--- src/rtl/rtc_spi_pkg.sv ---
package rtc_spi_pkg;
  localparam int ADDR_W = 7;
  localparam int CORE_N = 15;
  localparam int WP_BIT = 6;

  localparam logic [ADDR_W-1:0] A_CTRL = 7'h0F;
  localparam logic [ADDR_W-1:0] A_STAT = 7'h10;
  localparam logic [ADDR_W-1:0] A_TRKL = 7'h11;
  localparam logic [ADDR_W-1:0] A_RAM  = 7'h20;

  localparam logic [7:0] CTRL_RST  = 8'h40;
  localparam logic [7:0] CTRL_KEEP = 8'h47;

  typedef enum logic {PH_ADDR, PH_DATA} phase_e;

  // bits kept by each time/alarm byte (index = address)
  function automatic logic [7:0] core_mask(input int idx);
    case (idx)
      0, 1, 2: core_mask = 8'h7F;
      3:       core_mask = 8'h07;
      4:       core_mask = 8'h3F;
      5:       core_mask = 8'h1F;
      default: core_mask = 8'hFF;
    endcase
  endfunction
endpackage

--- src/rtl/rtc_spi_sync.sv ---
module rtc_spi_sync #(
  parameter int STAGES = 2
) (
  input  logic clk,
  input  logic rst_n,
  input  logic sclk_in,
  input  logic ce_in,
  input  logic mosi_in,
  output logic ce_s,
  output logic mosi_s,
  output logic sclk_rise,
  output logic sclk_fall
);
  logic sclk_s, sclk_p;

  generate
    if (STAGES > 1) begin : g_chain
      logic [STAGES-1:0] sclk_sh, ce_sh, mosi_sh;
      always_ff @(posedge clk or negedge rst_n) begin
        if (!rst_n) begin
          sclk_sh <= '1;
          ce_sh   <= '0;
          mosi_sh <= '0;
        end else begin
          sclk_sh <= {sclk_sh[STAGES-2:0], sclk_in};
          ce_sh   <= {ce_sh[STAGES-2:0], ce_in};
          mosi_sh <= {mosi_sh[STAGES-2:0], mosi_in};
        end
      end
      assign sclk_s = sclk_sh[STAGES-1];
      assign ce_s   = ce_sh[STAGES-1];
      assign mosi_s = mosi_sh[STAGES-1];
    end else begin : g_single
      logic sclk_r, ce_r, mosi_r;
      always_ff @(posedge clk or negedge rst_n) begin
        if (!rst_n) begin
          sclk_r <= 1'b1;
          ce_r   <= 1'b0;
          mosi_r <= 1'b0;
        end else begin
          sclk_r <= sclk_in;
          ce_r   <= ce_in;
          mosi_r <= mosi_in;
        end
      end
      assign sclk_s = sclk_r;
      assign ce_s   = ce_r;
      assign mosi_s = mosi_r;
    end
  endgenerate

  always_ff @(posedge clk or negedge rst_n) begin
    if (!rst_n) sclk_p <= 1'b1;
    else        sclk_p <= sclk_s;
  end

  assign sclk_rise = sclk_s & ~sclk_p;
  assign sclk_fall = ~sclk_s & sclk_p;
endmodule

--- src/rtl/rtc_spi_frame.sv ---
module rtc_spi_frame
  import rtc_spi_pkg::*;
#(
  parameter int RAM_WORDS = 32
) (
  input  logic              clk,
  input  logic              rst_n,
  input  logic              ce_s,
  input  logic              mosi_s,
  input  logic              sclk_rise,
  input  logic              sclk_fall,
  input  logic [7:0]        rd_data,
  output logic [ADDR_W-1:0] ptr,
  output logic              wr_en,
  output logic [7:0]        wr_data,
  output logic              miso_q
);
  localparam int RAM_LAST_I = 32'h20 + RAM_WORDS - 1;
  localparam logic [ADDR_W-1:0] RAM_LAST = ADDR_W'(RAM_LAST_I);

  phase_e            phase_q;
  logic              rd_q;
  logic [2:0]        bitcnt_q;
  logic [6:0]        shin_q;
  logic [6:0]        txs_q;
  logic [ADDR_W-1:0] ptr_q;

  function automatic logic [ADDR_W-1:0] step(input logic [ADDR_W-1:0] p);
    step = (p == RAM_LAST) ? A_RAM : p + 1'b1;
  endfunction

  function automatic logic in_ram(input logic [ADDR_W-1:0] p);
    in_ram = (p >= A_RAM) && (p <= RAM_LAST);
  endfunction

  always_ff @(posedge clk or negedge rst_n) begin
    if (!rst_n) begin
      phase_q  <= PH_ADDR;
      rd_q     <= 1'b0;
      bitcnt_q <= '0;
      shin_q   <= '0;
      txs_q    <= '0;
      ptr_q    <= '0;
      miso_q   <= 1'b0;
    end else if (!ce_s) begin
      phase_q  <= PH_ADDR;
      rd_q     <= 1'b0;
      bitcnt_q <= '0;
      miso_q   <= 1'b0;
    end else begin
      if (sclk_rise) begin
        bitcnt_q <= bitcnt_q + 3'd1;
        shin_q   <= {shin_q[5:0], mosi_s};
        if (bitcnt_q == 3'd7) begin
          if (phase_q == PH_ADDR) begin
            phase_q <= PH_DATA;
            rd_q    <= ~shin_q[6];
            ptr_q   <= {shin_q[5:0], mosi_s};
          end else if (!rd_q) begin
            ptr_q <= step(ptr_q);
          end
        end
      end
      if (sclk_fall && phase_q == PH_DATA && rd_q) begin
        if (bitcnt_q == 3'd0) begin
          miso_q <= rd_data[7];
          txs_q  <= rd_data[6:0];
          ptr_q  <= step(ptr_q);
        end else begin
          miso_q <= txs_q[6];
          txs_q  <= {txs_q[5:0], 1'b0};
        end
      end
    end
  end

  assign ptr     = ptr_q;
  assign wr_en   = ce_s && sclk_rise && (phase_q == PH_DATA) && !rd_q && (bitcnt_q == 3'd7);
  assign wr_data = {shin_q, mosi_s};

  // a low enable clears the framing state
  a_r9_frame_reset: assert property (@(posedge clk) disable iff (!rst_n)
    !ce_s |=> (bitcnt_q == 3'd0 && phase_q == PH_ADDR));

  // no data bit leaves during the header or a write
  a_r10_quiet_miso: assert property (@(posedge clk) disable iff (!rst_n)
    (phase_q == PH_ADDR || !rd_q) |-> !miso_q);

  // once inside the RAM window the pointer stays there
  a_r8_ram_wrap: assert property (@(posedge clk) disable iff (!rst_n)
    (phase_q == PH_DATA && in_ram(ptr_q)) |=> (phase_q != PH_DATA || in_ram(ptr_q)));

  // one commit per completed byte
  a_r3_single_commit: assert property (@(posedge clk) disable iff (!rst_n)
    wr_en |=> !wr_en);
endmodule

--- src/rtl/rtc_spi_regs.sv ---
module rtc_spi_regs
  import rtc_spi_pkg::*;
#(
  parameter int RAM_WORDS = 32
) (
  input  logic              clk,
  input  logic              rst_n,
  input  logic              wr_en,
  input  logic [ADDR_W-1:0] wr_addr,
  input  logic [7:0]        wr_data,
  input  logic [ADDR_W-1:0] rd_addr,
  output logic [7:0]        rd_data,
  input  logic [ADDR_W-1:0] dbg_addr,
  output logic [7:0]        dbg_data
);
  localparam int IW         = $clog2(RAM_WORDS);
  localparam int RAM_LAST_I = 32'h20 + RAM_WORDS - 1;
  localparam logic [ADDR_W-1:0] RAM_LAST = ADDR_W'(RAM_LAST_I);

  logic [CORE_N-1:0][7:0]    core_q;
  logic [RAM_WORDS-1:0][7:0] ram_q;
  logic [7:0]                ctrl_q, trkl_q;
  logic [CORE_N-1:0]         core_we;
  logic [RAM_WORDS-1:0]      ram_we;
  logic                      wp;

  assign wp = ctrl_q[WP_BIT];

  generate
    for (genvar g = 0; g < CORE_N; g++) begin : g_core_we
      assign core_we[g] = wr_en && !wp && (wr_addr == ADDR_W'(g));
    end
    for (genvar g = 0; g < RAM_WORDS; g++) begin : g_ram_we
      assign ram_we[g] = wr_en && !wp && (wr_addr == ADDR_W'(32'h20 + g));
    end
  endgenerate

  always_ff @(posedge clk or negedge rst_n) begin
    if (!rst_n) begin
      core_q <= '0;
      ram_q  <= '0;
      ctrl_q <= CTRL_RST;
      trkl_q <= '0;
    end else begin
      for (int i = 0; i < CORE_N; i++)
        if (core_we[i]) core_q[i] <= wr_data & core_mask(i);
      for (int i = 0; i < RAM_WORDS; i++)
        if (ram_we[i]) ram_q[i] <= wr_data;
      if (wr_en && wr_addr == A_CTRL) ctrl_q <= wr_data & CTRL_KEEP;
      if (wr_en && !wp && wr_addr == A_TRKL) trkl_q <= wr_data;
    end
  end

  function automatic logic [7:0] pick(
    input logic [ADDR_W-1:0]       a,
    input logic [CORE_N-1:0][7:0]  c,
    input logic [7:0]              ctl,
    input logic [7:0]              trk,
    input logic [RAM_WORDS-1:0][7:0] r
  );
    logic [ADDR_W-1:0] off;
    off  = a - A_RAM;
    pick = 8'h00;
    if (a < ADDR_W'(CORE_N))           pick = c[a[3:0]];
    else if (a == A_CTRL)              pick = ctl;
    else if (a == A_TRKL)              pick = trk;
    else if (a >= A_RAM && a <= RAM_LAST) pick = r[off[IW-1:0]];
  endfunction

  logic [1:0][ADDR_W-1:0] port_addr;
  logic [1:0][7:0]        port_data;
  assign port_addr[0] = rd_addr;
  assign port_addr[1] = dbg_addr;

  generate
    for (genvar p = 0; p < 2; p++) begin : g_rport
      assign port_data[p] = pick(port_addr[p], core_q, ctrl_q, trkl_q, ram_q);
    end
  endgenerate

  assign rd_data  = port_data[0];
  assign dbg_data = port_data[1];

  // protected writes leave every non-control byte untouched
  a_r5_wp_holds: assert property (@(posedge clk) disable iff (!rst_n)
    (wr_en && wp && wr_addr != A_CTRL) |=> ($stable(core_q) && $stable(trkl_q) && $stable(ram_q)));

  // the status address never shows a stored value
  a_r7_status_zero: assert property (@(posedge clk) disable iff (!rst_n)
    (dbg_addr == A_STAT) |-> (dbg_data == 8'h00));
endmodule

--- src/rtl/rtc_spi_slave.sv ---
module rtc_spi_slave
  import rtc_spi_pkg::*;
#(
  parameter int RAM_WORDS   = 32,
  parameter int SYNC_STAGES = 2
) (
  input  logic       clk,
  input  logic       rst_n,
  input  logic       spi_sclk,
  input  logic       spi_ce,
  input  logic       spi_mosi,
  output logic       spi_miso,
  input  logic [6:0] dbg_addr,
  output logic [7:0] dbg_data
);
  logic              ce_s, mosi_s, sclk_rise, sclk_fall;
  logic [ADDR_W-1:0] ptr;
  logic              wr_en, miso_q;
  logic [7:0]        wr_data, rd_data;

  rtc_spi_sync #(.STAGES(SYNC_STAGES)) u_sync (
    .clk      (clk),
    .rst_n    (rst_n),
    .sclk_in  (spi_sclk),
    .ce_in    (spi_ce),
    .mosi_in  (spi_mosi),
    .ce_s     (ce_s),
    .mosi_s   (mosi_s),
    .sclk_rise(sclk_rise),
    .sclk_fall(sclk_fall)
  );

  rtc_spi_frame #(.RAM_WORDS(RAM_WORDS)) u_frame (
    .clk      (clk),
    .rst_n    (rst_n),
    .ce_s     (ce_s),
    .mosi_s   (mosi_s),
    .sclk_rise(sclk_rise),
    .sclk_fall(sclk_fall),
    .rd_data  (rd_data),
    .ptr      (ptr),
    .wr_en    (wr_en),
    .wr_data  (wr_data),
    .miso_q   (miso_q)
  );

  rtc_spi_regs #(.RAM_WORDS(RAM_WORDS)) u_regs (
    .clk     (clk),
    .rst_n   (rst_n),
    .wr_en   (wr_en),
    .wr_addr (ptr),
    .wr_data (wr_data),
    .rd_addr (ptr),
    .rd_data (rd_data),
    .dbg_addr(dbg_addr),
    .dbg_data(dbg_data)
  );

  // the pin itself falls with the enable, ahead of the synchronizer
  assign spi_miso = miso_q & spi_ce;
endmodule

--- config.mk ---
export PLATFORM = sky130hd
export DESIGN_NAME = rtc_spi_slave
export DESIGN_NICKNAME = d
export VERILOG_FILES = /design/src/rtl/rtc_spi_pkg.sv /design/src/rtl/rtc_spi_sync.sv /design/src/rtl/rtc_spi_frame.sv /design/src/rtl/rtc_spi_regs.sv /design/src/rtl/rtc_spi_slave.sv
export SDC_FILE = /design/constraint.sdc
export NUM_CORES = 1
export LEC_CHECK = 0
export BUFFER_PORTS_ARGS = -buffer_cell sky130_fd_sc_hd__buf_2
export CORE_ASPECT_RATIO = 1.75
export CORE_MARGIN = 10
export CORE_UTILIZATION = 62
export DETAILED_ROUTE_END_ITERATION = 6
export PLACE_DENSITY_LB_ADDON = 0.15
export SLEW_MARGIN = 40
export SYNTH_ARGS = -nofsm -noshare
export SYNTH_HDL_FRONTEND = slang
export SYNTH_SLANG_ARGS = --single-unit
--- constraint.sdc ---
create_clock -name clk -period 3.5 [get_ports clk]
set_input_delay 0.7 -clock clk [delete_from_list [all_inputs] [get_ports clk]]
set_output_delay 0.7 -clock clk [all_outputs]
set_load 0.01 [all_outputs]
==> flow_summary.ini <==
[run_status]
status = completed

[min_path]
hold_path.class = in -> async

[setup_path]
cp_data_arrival_time_ns = 2.74
critical_path_class = in -> out
worstSetupStartpointType = input pin
required_ns = 2.80
critPathMaxFanout = 19
crit_path_end_kind = output port
rrSetupSlack_ns = 0.43

[global_route]
grt_antenna_before_repair = 2
grt_pass1_wl_um = 105000
grt_pass1_vias = 15900
grt.overflow.total = 0
grt_max_degree = 102
track_usage_pct = 31.9

[logic_synthesis]
synth_edf_count = 0
synth_seq_area_share_pct = 45.6
synth_top_cell_by_area = dfrtp_1
yosysUniqueCellTypes = 70
yosys.area.top_type_share_pct = 45.1
syn_area_um2 = 22400
avgSynthCellArea_um2 = 14.1
synth_area_leaders = dfrtp_1, mux2_2, mux4_2
ys_ff_latch = 409
synth_ff_type = dfrtp_1
yosys_warnings = 0
syn_inst = 1593
syn_nets = 1612
synthArstFlopShare_pct = 100

[clocking]
clockBufferDepth = 3
cts-root-buf = clkbuf_16
clk-insertion-delay-late_ns = 0.56
numCtsBuffers = 41
postCtsHoldBufs = 0
cts_tree = built
cts_num_sinks = 409
cts_htree_levels = 2
clk_pin_slew_ns = 0.06

[die]
row_count = 92
die_width_um = 164
core_um2 = 35900
initial_core_util_pct = 62.5
io_pins = 21
die_h_um = 272
dieArea_um2 = 44500

[layout]
n_fill_cell = 2562
design_area_um2 = 25100
area_delta_synth_final_pct = 11.8
layout_commonest_cell = dfrtp_1
layout-drive-gt1-share_pct = 47.4
multiInputGateArea_um2 = 11600
nets = 1668
n_antenna_cell = 0
final_cells = 2150
seqCellArea_um2 = 10300
final_cell_mix = dfrtp_1, mux2_2, mux4_2

[placement]
place_congestion = 1.01
io_buffers = 20
dp_hpwl_um = 50100
dpl_cell_area_um2 = 23600
dp.cells = 2070

[route]
post_drt_wl_per_cell_um = 32.9
dr.pass1.iters = 5
via_per_inst = 7.16
drt_iter0_markers = 1332
drc = 0
postRouteAntennaNets = 0
dr_total_vias = 15400
routed_wl_um = 70600

[pwr]
p_leak_nw = 11.6
ir_drop_uv = 430
power.density_nw_per_um2 = 427

[timing]
period_share_pct = 98.4
fin_crit_ns = 3.44
clock_skew_ns = 0.0191
hold_ws_ns = 0.0408
tightest_slew_ns = 0.941
hold_violations = 0
slew_headroom_pct = 36.6
rsz0062_at_grt = false
max_freq_ghz = 0.290
setup_viol = 0
drv_slew = 0

[run]
drv_cap = 0
## synthesized netlist by cell type, types with 6 or more instances
master and n:
a21oi_1 34, a221o_1 6, a221oi_1 9, a22oi_1 28, and2_1 10, buf_1 9, buf_2 33, buf_4 12
clkbuf_1 73, dfrtp_1 405, ha_1 7, inv_1 9, mux2_2 352, mux2_4 40, mux2i_1 79, mux4_2 159
nand2_1 63, nand2b_1 11, nand3_1 43, nand3_4 7, nand4_1 6, nor2_1 34, nor2b_1 12, nor3_1 7
o211ai_1 13, o21ai_0 28, o22ai_1 11, o2bb2ai_1 6
## per-stage QoR
step	TNS (ns)	setup WS [ns]	power (mW)	utilization, %
2_1_floorplan	0	0.237	5.60	-
3_3_place_gp	-0.400	-0.140	6.24	65.8
3_5_place_dp	-0.452	-0.113	6.25	65.8
4_1_cts	0	0.0581	10.7	69.6
5_1_grt	0	0.0114	11.0	69.9
6_report	0	0.0565	10.7	69.9
## power breakdown
| group | switching, mW | internal, mW |
|---|---|---|
| combinational | 0.934 | 0.333 |
| sequential | 0.170 | 4.77 |
| clock | 1.91 | 2.60 |
## worst max-delay path: stages
cell and delay, ns:
buf_16 0.19, buf_4 0.15, buf_4 0.13, mux4_2 0.56
mux2i_1 0.23, o211ai_1 0.22, a221o_1 0.37, buf_2 0.16
## flip-flops by register name, summed over array words and instances (netlist names), 2 cells and up
register	flops
u_regs.core_q	107
u_sync.g_chain.sclk_sh	2
u_sync.g_chain.ce_sh	2
u_regs.ram_q	256
u_frame.bitcnt_q	3
u_frame.ptr	7
u_frame.txs_q	7
u_frame.shin_q	7
u_regs.trkl_q	8
u_sync.g_chain.mosi_sh	2
u_regs.ctrl_q	4
## cell families (layout without fill, tap and decap cells)
family                     after synthesis  count (layout)  share of synthesized area [%]
AOI/OAI and AO/OA                      176             176                           5.41
xor gates and xnor gates                 2               2                         0.0780
adders and majority gates                7               7                          0.390
buffers and inverters                  141             228                           2.92
DFF                                    409             409                           45.6
muxes                                  631             631                           39.9
and+or+nand+nor                        227             227                           5.73
## final timing paths
path,start,end,depth (start not counted)
min in group clk,spi_mosi,u_sync.g_chain.mosi_sh[0],1
min,rst_n,u_regs.core_q[78],1
max reg2reg,u_frame.bitcnt_q[0],u_regs.ram_q[174],7
max in group asynchronous,rst_n,u_regs.ram_q[72],3
min reg2reg,u_sync.g_chain.ce_sh[0],u_sync.g_chain.ce_sh[1],0
max,dbg_addr[0],dbg_data[2],8
## routing by layer
metal	part of all wire, %	wire (um)	up-vias	global-route usage [%]
li1	-	-	6259	-
met1	35	24500	8111	37.2
met2	50	35600	774	53.1
met3	6.6	4640	241	4.58
met4	8.4	5930	2	22.3
met5	0.018	13	-	0
## layout make-up
| cell class | count | area share (%) |
|---|---|---|
| tap | 470 | 2.34 |
| clock inverter | 11 | 0.469 |
| inverter | 10 | 0.150 |
| clock buffer | 63 | 4.94 |
| sequential | 409 | 40.8 |
| timing repair buffer | 144 | 5.18 |
| multi-input combinational | 1043 | 46.1 |
## repair_timing
action	in CTS	in global routing
hold endpoints to repair	0	0
pin swaps	0	0
endpoints found under the setup margin	7	4
setup buffers	0	5
resized for setup	7	6
Note: power is estimated with default switching activity, not from simulation.
